## config.mk

```make
export PLATFORM = sky130hd
export DESIGN_NAME = pixmatch_trigger
export DESIGN_NICKNAME = d
export VERILOG_FILES = /design/src/rtl/pixmatch_pkg.sv /design/src/rtl/pixmatch_ctrl.sv /design/src/rtl/pixmatch_dp.sv /design/src/rtl/pixmatch_trigger.sv
export SDC_FILE = /design/constraint.sdc
export NUM_CORES = 1
export LEC_CHECK = 0
export ABC_AREA = 1
export CAP_MARGIN = 20
export CORE_MARGIN = 4
export CORE_UTILIZATION = 45
export DETAILED_ROUTE_END_ITERATION = 8
export GPL_TIMING_DRIVEN = 0
export PLACE_DENSITY = 0.82
export RECOVER_POWER = 50
export SLEW_MARGIN = 5
export SYNTH_ARGS = -nofsm -noshare
export SYNTH_HDL_FRONTEND = slang
export SYNTH_HIERARCHICAL = 1
export SYNTH_SLANG_ARGS = --single-unit
```

## constraint.sdc

```tcl
create_clock -name clk -period 2.9 [get_ports clk]
set_input_delay 0.58 -clock clk [delete_from_list [all_inputs] [get_ports clk]]
set_output_delay 0.58 -clock clk [all_outputs]
set_load 0.01 [all_outputs]
```

## src/rtl/pixmatch_pkg.sv

```systemverilog
package pixmatch_pkg;

  localparam int CHAN_W = 8;
  localparam int NUM_CHAN = 3;
  localparam int PIX_W = CHAN_W * NUM_CHAN;

  // what a rule does to its output (only set/clear matter for latches)
  typedef enum logic [1:0] {
    ACT_HIT = 2'd0,
    ACT_SET = 2'd1,
    ACT_CLR = 2'd2
  } rule_act_e;

  // behaviour of one event output
  typedef enum logic [1:0] {
    MODE_PULSE     = 2'd0,
    MODE_PULSE_INV = 2'd1,
    MODE_LATCH     = 2'd2
  } out_mode_e;

  // per-output strobes from control to datapath
  typedef struct packed {
    logic hit;
    logic set;
    logic clr;
  } strobe_t;

endpackage

```

## src/rtl/pixmatch_ctrl.sv

```systemverilog
module pixmatch_ctrl
  import pixmatch_pkg::*;
#(
  parameter int NUM_OUT = 4,
  parameter int NUM_RULES = 10,
  localparam int OUT_W = (NUM_OUT > 1) ? $clog2(NUM_OUT) : 1,
  parameter logic [NUM_RULES*PIX_W-1:0] RULE_COLOR = '0,
  parameter logic [NUM_RULES*OUT_W-1:0] RULE_OUT = '0,
  parameter logic [NUM_RULES*2-1:0] RULE_ACT = '0
) (
  input  logic [PIX_W-1:0] pixIn,
  input  logic             activeIn,
  output strobe_t          strobes [NUM_OUT]
);

  logic [NUM_RULES-1:0] ruleHit;

  // one comparator per rule: AND of the per-channel equalities
  for (genvar r = 0; r < NUM_RULES; r++) begin : g_rule
    logic [NUM_CHAN-1:0] chanEq;
    for (genvar c = 0; c < NUM_CHAN; c++) begin : g_chan
      assign chanEq[c] = (pixIn[c*CHAN_W +: CHAN_W] ==
                          RULE_COLOR[r*PIX_W + c*CHAN_W +: CHAN_W]);
    end
    assign ruleHit[r] = activeIn & (&chanEq);
  end

  // walk from the last rule to the first so the lowest index decides
  always_comb begin
    for (int o = 0; o < NUM_OUT; o++) begin
      strobes[o] = '0;
      for (int r = NUM_RULES - 1; r >= 0; r--) begin
        if (ruleHit[r] && (RULE_OUT[r*OUT_W +: OUT_W] == OUT_W'(o))) begin
          strobes[o].hit = 1'b1;
          if (RULE_ACT[r*2 +: 2] == 2'(ACT_SET)) begin
            strobes[o].set = 1'b1;
            strobes[o].clr = 1'b0;
          end else if (RULE_ACT[r*2 +: 2] == 2'(ACT_CLR)) begin
            strobes[o].set = 1'b0;
            strobes[o].clr = 1'b1;
          end
        end
      end
    end
  end

endmodule

```

## src/rtl/pixmatch_dp.sv

```systemverilog
module pixmatch_dp
  import pixmatch_pkg::*;
#(
  parameter int NUM_OUT = 4,
  parameter logic [NUM_OUT*2-1:0] OUT_MODE = '0
) (
  input  logic               clk,
  input  logic               rst,
  input  logic [PIX_W-1:0]   pixIn,
  input  logic               activeIn,
  input  strobe_t            strobes [NUM_OUT],
  output logic [PIX_W-1:0]   pixOut,
  output logic               activeOut,
  output logic [NUM_OUT-1:0] eventOut
);

  // pass-through stage, same latency as the events
  always_ff @(posedge clk) begin
    if (rst) begin
      pixOut    <= '0;
      activeOut <= 1'b0;
    end else begin
      pixOut    <= pixIn;
      activeOut <= activeIn;
    end
  end

  for (genvar o = 0; o < NUM_OUT; o++) begin : g_out
    localparam logic [1:0] MODE = OUT_MODE[o*2 +: 2];
    if (MODE == 2'(MODE_LATCH)) begin : g_latch
      always_ff @(posedge clk) begin
        if (rst)                 eventOut[o] <= 1'b0;
        else if (strobes[o].set) eventOut[o] <= 1'b1;
        else if (strobes[o].clr) eventOut[o] <= 1'b0;
      end
    end else if (MODE == 2'(MODE_PULSE_INV)) begin : g_inv
      always_ff @(posedge clk) begin
        if (rst) eventOut[o] <= 1'b1;
        else     eventOut[o] <= ~strobes[o].hit;
      end
    end else begin : g_pulse
      always_ff @(posedge clk) begin
        if (rst) eventOut[o] <= 1'b0;
        else     eventOut[o] <= strobes[o].hit;
      end
    end
  end

endmodule

```

## src/rtl/pixmatch_trigger.sv

```systemverilog
module pixmatch_trigger
  import pixmatch_pkg::*;
#(
  parameter int NUM_OUT = 4,
  parameter int NUM_RULES = 10,
  localparam int OUT_W = (NUM_OUT > 1) ? $clog2(NUM_OUT) : 1,
  parameter logic [NUM_RULES*PIX_W-1:0] RULE_COLOR = {
    24'h654321, 24'h123456, 24'h123456, 24'h00C400, 24'h00FFFF,
    24'hFF0000, 24'h0000FF, 24'h808080, 24'h00FF00, 24'h908858},
  parameter logic [NUM_RULES*OUT_W-1:0] RULE_OUT = {
    2'd3, 2'd3, 2'd3, 2'd2, 2'd2, 2'd2, 2'd2, 2'd1, 2'd0, 2'd0},
  parameter logic [NUM_RULES*2-1:0] RULE_ACT = {
    2'd2, 2'd2, 2'd1, 2'd2, 2'd2, 2'd1, 2'd1, 2'd0, 2'd0, 2'd0},
  parameter logic [NUM_OUT*2-1:0] OUT_MODE = {2'd2, 2'd2, 2'd1, 2'd0}
) (
  input  logic               clk,
  input  logic               rst,
  input  logic [23:0]        pixIn,
  input  logic               activeIn,
  output logic [23:0]        pixOut,
  output logic               activeOut,
  output logic [NUM_OUT-1:0] eventOut
);

  strobe_t strobes [NUM_OUT];

  pixmatch_ctrl #(
    .NUM_OUT(NUM_OUT), .NUM_RULES(NUM_RULES),
    .RULE_COLOR(RULE_COLOR), .RULE_OUT(RULE_OUT), .RULE_ACT(RULE_ACT)
  ) u_ctrl (
    .pixIn(pixIn), .activeIn(activeIn), .strobes(strobes)
  );

  pixmatch_dp #(
    .NUM_OUT(NUM_OUT), .OUT_MODE(OUT_MODE)
  ) u_dp (
    .clk(clk), .rst(rst), .pixIn(pixIn), .activeIn(activeIn),
    .strobes(strobes), .pixOut(pixOut), .activeOut(activeOut),
    .eventOut(eventOut)
  );

endmodule

```

Yosys cells after proc, flatten, opt, wreduce, memory -nomap -nowiden
Index checks and enable logic that the tools add are counted.
{"block": "word_totals", "register_bits": 29, "inputBits": 27, "output_inout_bits": 29, "wordCells": 59}
{"block": "op_classes", "eq_ne": 16, "muxes": 13, "n_bitwise": 10, "reduce_logical": 14}
{"operator": "8-bit equality test (second input constant)", "n": 9}
{"operator": "8-bit by 7-bit equality test with 1-bit output (second input constant)", "n": 4}
{"operator": "3-bit AND reduction", "n": 9}
{"operator": "8-bit logical NOT", "n": 3}
{"operator": "8-bit by 6-bit equality test with 1-bit output (second input constant)", "n": 2}
{"operator": "1-bit AND", "n": 9}
{"operator": "1-bit two-way mux", "n": 9}
{"operator": "8-bit by 5-bit equality test with 1-bit output (second input constant)", "n": 1}
{"operator": "2-bit two-way mux", "n": 4}
{"operator": "2-bit nonzero test", "n": 2}
{"operator": "1-bit inverter", "n": 1}

Logic depth before layout (Yosys ltp)
{"block": "logic_depth", "word_depth": 9, "mapped_depth": 11, "ltp_nobuf": 11}

By module
Netlist, hierarchy kept.
{"mod": "pixmatch_dp", "instances": 1, "cells_per_inst": 94, "area_per_inst_um2": 843.3, "seq_area_each_um2": 580.6}
{"mod": "pixmatch_ctrl", "instances": 1, "cells_per_inst": 111, "area_per_inst_um2": 511.7, "seq_area_each_um2": 0.0}

Worst setup path after synthesis
Ideal clock, no wire load.
{"block": "synth_path", "path_kind": "input to register", "start": "in pixIn[12]", "end": "reg u_dp.eventOut[2]", "setup_time_ns": 0.070, "t_arrival_ns": 1.280, "required_time_ns": 2.830, "slack_ns": 1.550, "path_stages": 9, "n_path_buf": 0, "path_cell_list": "nor2_1 -> nand2_1 -> nor2_2 -> nand2_1 -> nor2_1 -> nor2_1 -> inv_1 -> inv_1 -> a21oi_1"}
{"item": "start: declaration", "line": "pixmatch_trigger.sv:18", "rtl": "input logic [23:0] pixIn,"}
{"item": "end signal: indexed assignment", "line": "pixmatch_dp.sv:32", "rtl": "if (rst) eventOut[o] <= 1'b0;"}
{"item": "end signal: indexed assignment", "line": "pixmatch_dp.sv:33", "rtl": "else if (strobes[o].set) eventOut[o] <= 1'b1;"}
{"item": "end signal: indexed assignment", "line": "pixmatch_dp.sv:34", "rtl": "else if (strobes[o].clr) eventOut[o] <= 1'b0;"}
{"item": "end: declaration", "line": "pixmatch_dp.sv:14", "rtl": "output logic [NUM_OUT-1:0] eventOut"}

==> key figures <==
Route
  • Detail-routed via count per cell: about 4.5
  • Vias: 1,317
  • DRC errors left: 0
  • Antenna-violating nets left: 0
  • First-pass DRT Iterations: 4
  • DR WL/cell: 10.7 um
  • DRT iter0 DRCs: 54
  • Final wirelength: slightly above 3 mm

Timing
  • Slew Viols, Final: 0
  • Final number of setup-violating endpoints: 0
  • Final period util: 62.3%
  • RSZ-0062 raised after global routing: false
  • Skew final: 0 ns
  • Fmax: 554 MHz
  • Tmin final: 1.81 ns
  • Worst slew margin: 82.3%
  • Setup TNS: 0 ns
  • Worst Tran Pin Value: between 0.2 and 0.3 ns
  • Final hold vios: 0

Pwr
  • Leakage power: slightly above 0.9 nW
  • VDD IR-drop max: roughly 0.37 mV
  • Pwr dens: 409 nW/um2

Global routing
  • Largest net degree at the start of global routing: 11
  • Vias in the first global route: 1,145
  • First-pass GRT wire length: 4.86 mm
  • Total track usage: 17.7%
  • Overflow after GRT: 0
  • Initial antenna violation count: 0
  • Met3 Use GR: 6.61%
  • Gr busiest metal: met2
  • Met2 Usage GRT: 29.0%
  • Met1 usage: 20.5%

Clock network
  • CTS buffer count: 5
  • H-tree depth: 2
  • Clock Path Buffers: 2
  • Latest clock arrival within the worst-skew pair: ~0.31 ns
  • Post-CTS setup buffers: 0
  • Clock transition at the registers of the reported paths: about 0.080 ns
  • Post-CTS sizing: 0
  • Clock root cell: clkbuf_4
  • CTS sink cnt: 29
  • # hold bufs at CTS: 0
  • CTS tree: done

Final layout
  • Layout cell share with drive strength beyond 1: 8.11%
  • Fill cell count: between 200 and 250
  • Nets: roughly 290
  • Antenna cells: 0
  • Commonest cells after routing, fill and taps aside: 55 x nor2_1, 47 x inv_1, 29 x dfxtp_1
  • Non-Filler Instances: a little under 300
  • Synth-to-Final Area Change: 48.0%
  • Commonest non-fill, non-tap cell in the layout: nor2_1

Outcome
  • Status: completed

Placed design
  • Placer Congestion: 0.851
  • PortBufs: 54
  • DP Wirelength: 2.43 mm
  • Placed Instances: 283

Worst setup path
  • WP data required: 3.15 ns
  • Crit-path max FO: 4
  • Crit start category: primary input
  • Endpoint type of the worst setup path: register
  • Worst EP arrival: ~2 ns
  • Worst Path Class, Setup: primary input to register
  • CP Launch Point: pixIn[12]
  • FF-to-FF setup slack: 2.34 ns
  • Worst r2r src: u_dp/eventOut[2]$_SDFFE_PP0P_

Floorplan
  • DIE AREA: 3840 um2
  • Die H: 62.0 um
  • I/O pins: 56
  • Die Span X: 62.0 um
  • Core ar.: between 2000 and 3000 um2
  • Initial core utilization: 47.2%
  • Row cnt: 19

Logic synthesis
  • Mapped Cells: 198
  • Synth warnings: 6
  • Netlist Area Pre-Place: 1310 um2
  • Syn_area_per_cell: between 6 and 7 um2
  • Synthesized Nets: 225

Min path
  • Hold wc startpoint: u_dp/eventOut[3]$_SDFFE_PP0P_
  • Worst Hold Class: register to register

Job
  • Max Cap Viol: 0
## sequential cells by signal, summed over array words and instances, names as in the netlist
register        flops
u_dp/pixOut        24
u_dp/eventOut       4
u_dp/activeOut      1
## routing by layer
metal,up-vias,routed length [um]
met5,-,0
met4,0,21
met3,2,209
met2,44,1500
met1,571,1360
li1,700,-
## critical path: stages
cell and delay, ns:
dlygate4sd3_1 0.57, nor2_1 0.25, nand2_1 0.10, nor2_2 0.13, nand2_1 0.07, nor2_1 0.10, nor2_1 0.05, inv_1 0.04
inv_1 0.03, a21oi_1 0.12
## final cells by class
class | count | area [um2] | area share, %
buffer | 3 | 27.5 | 1.42
tap | 31 | 38.8 | 2.00
multi-input combinational | 116 | 512 | 26.4
timing repair buffer | 54 | 541 | 27.8
clock buffer | 7 | 55.1 | 2.84
inverter | 50 | 188 | 9.66
sequential | 29 | 581 | 29.9
## final timing paths
| path | to | depth (start not counted) |
|---|---|---|
| max | u_dp/eventOut[2]$_SDFFE_PP0P_ | 10 |
| min | u_dp/eventOut[3]$_SDFFE_PP0P_ | 2 |
| max reg2reg | u_dp/eventOut[2]$_SDFFE_PP0P_ | 2 |
| min reg2reg | u_dp/eventOut[3]$_SDFFE_PP0P_ | 2 |
## power breakdown
part	leakage, nW	switching [mW]	internal, mW
Combinational	0.649	0.0687	0.0710
Clock	0.0314	0.121	0.114
Sequential	0.241	0.00380	0.416
## through the flow
stage	power, mW	hold WS (ns)	area (um2)	setup slack, ns	utilization (%)
global placement	0.575	0.453	1890	0.931	68.0
floorplan	0.484	0.480	1310	1.56	-
CTS	0.813	0.455	1950	1.11	70.0
detailed placement	0.576	0.456	1890	0.919	68.0
global route	0.840	0.451	1940	0.982	69.8
finish	0.795	0.469	1940	1.09	69.8
No activity file was read; power rests on OpenSTA's default activity.
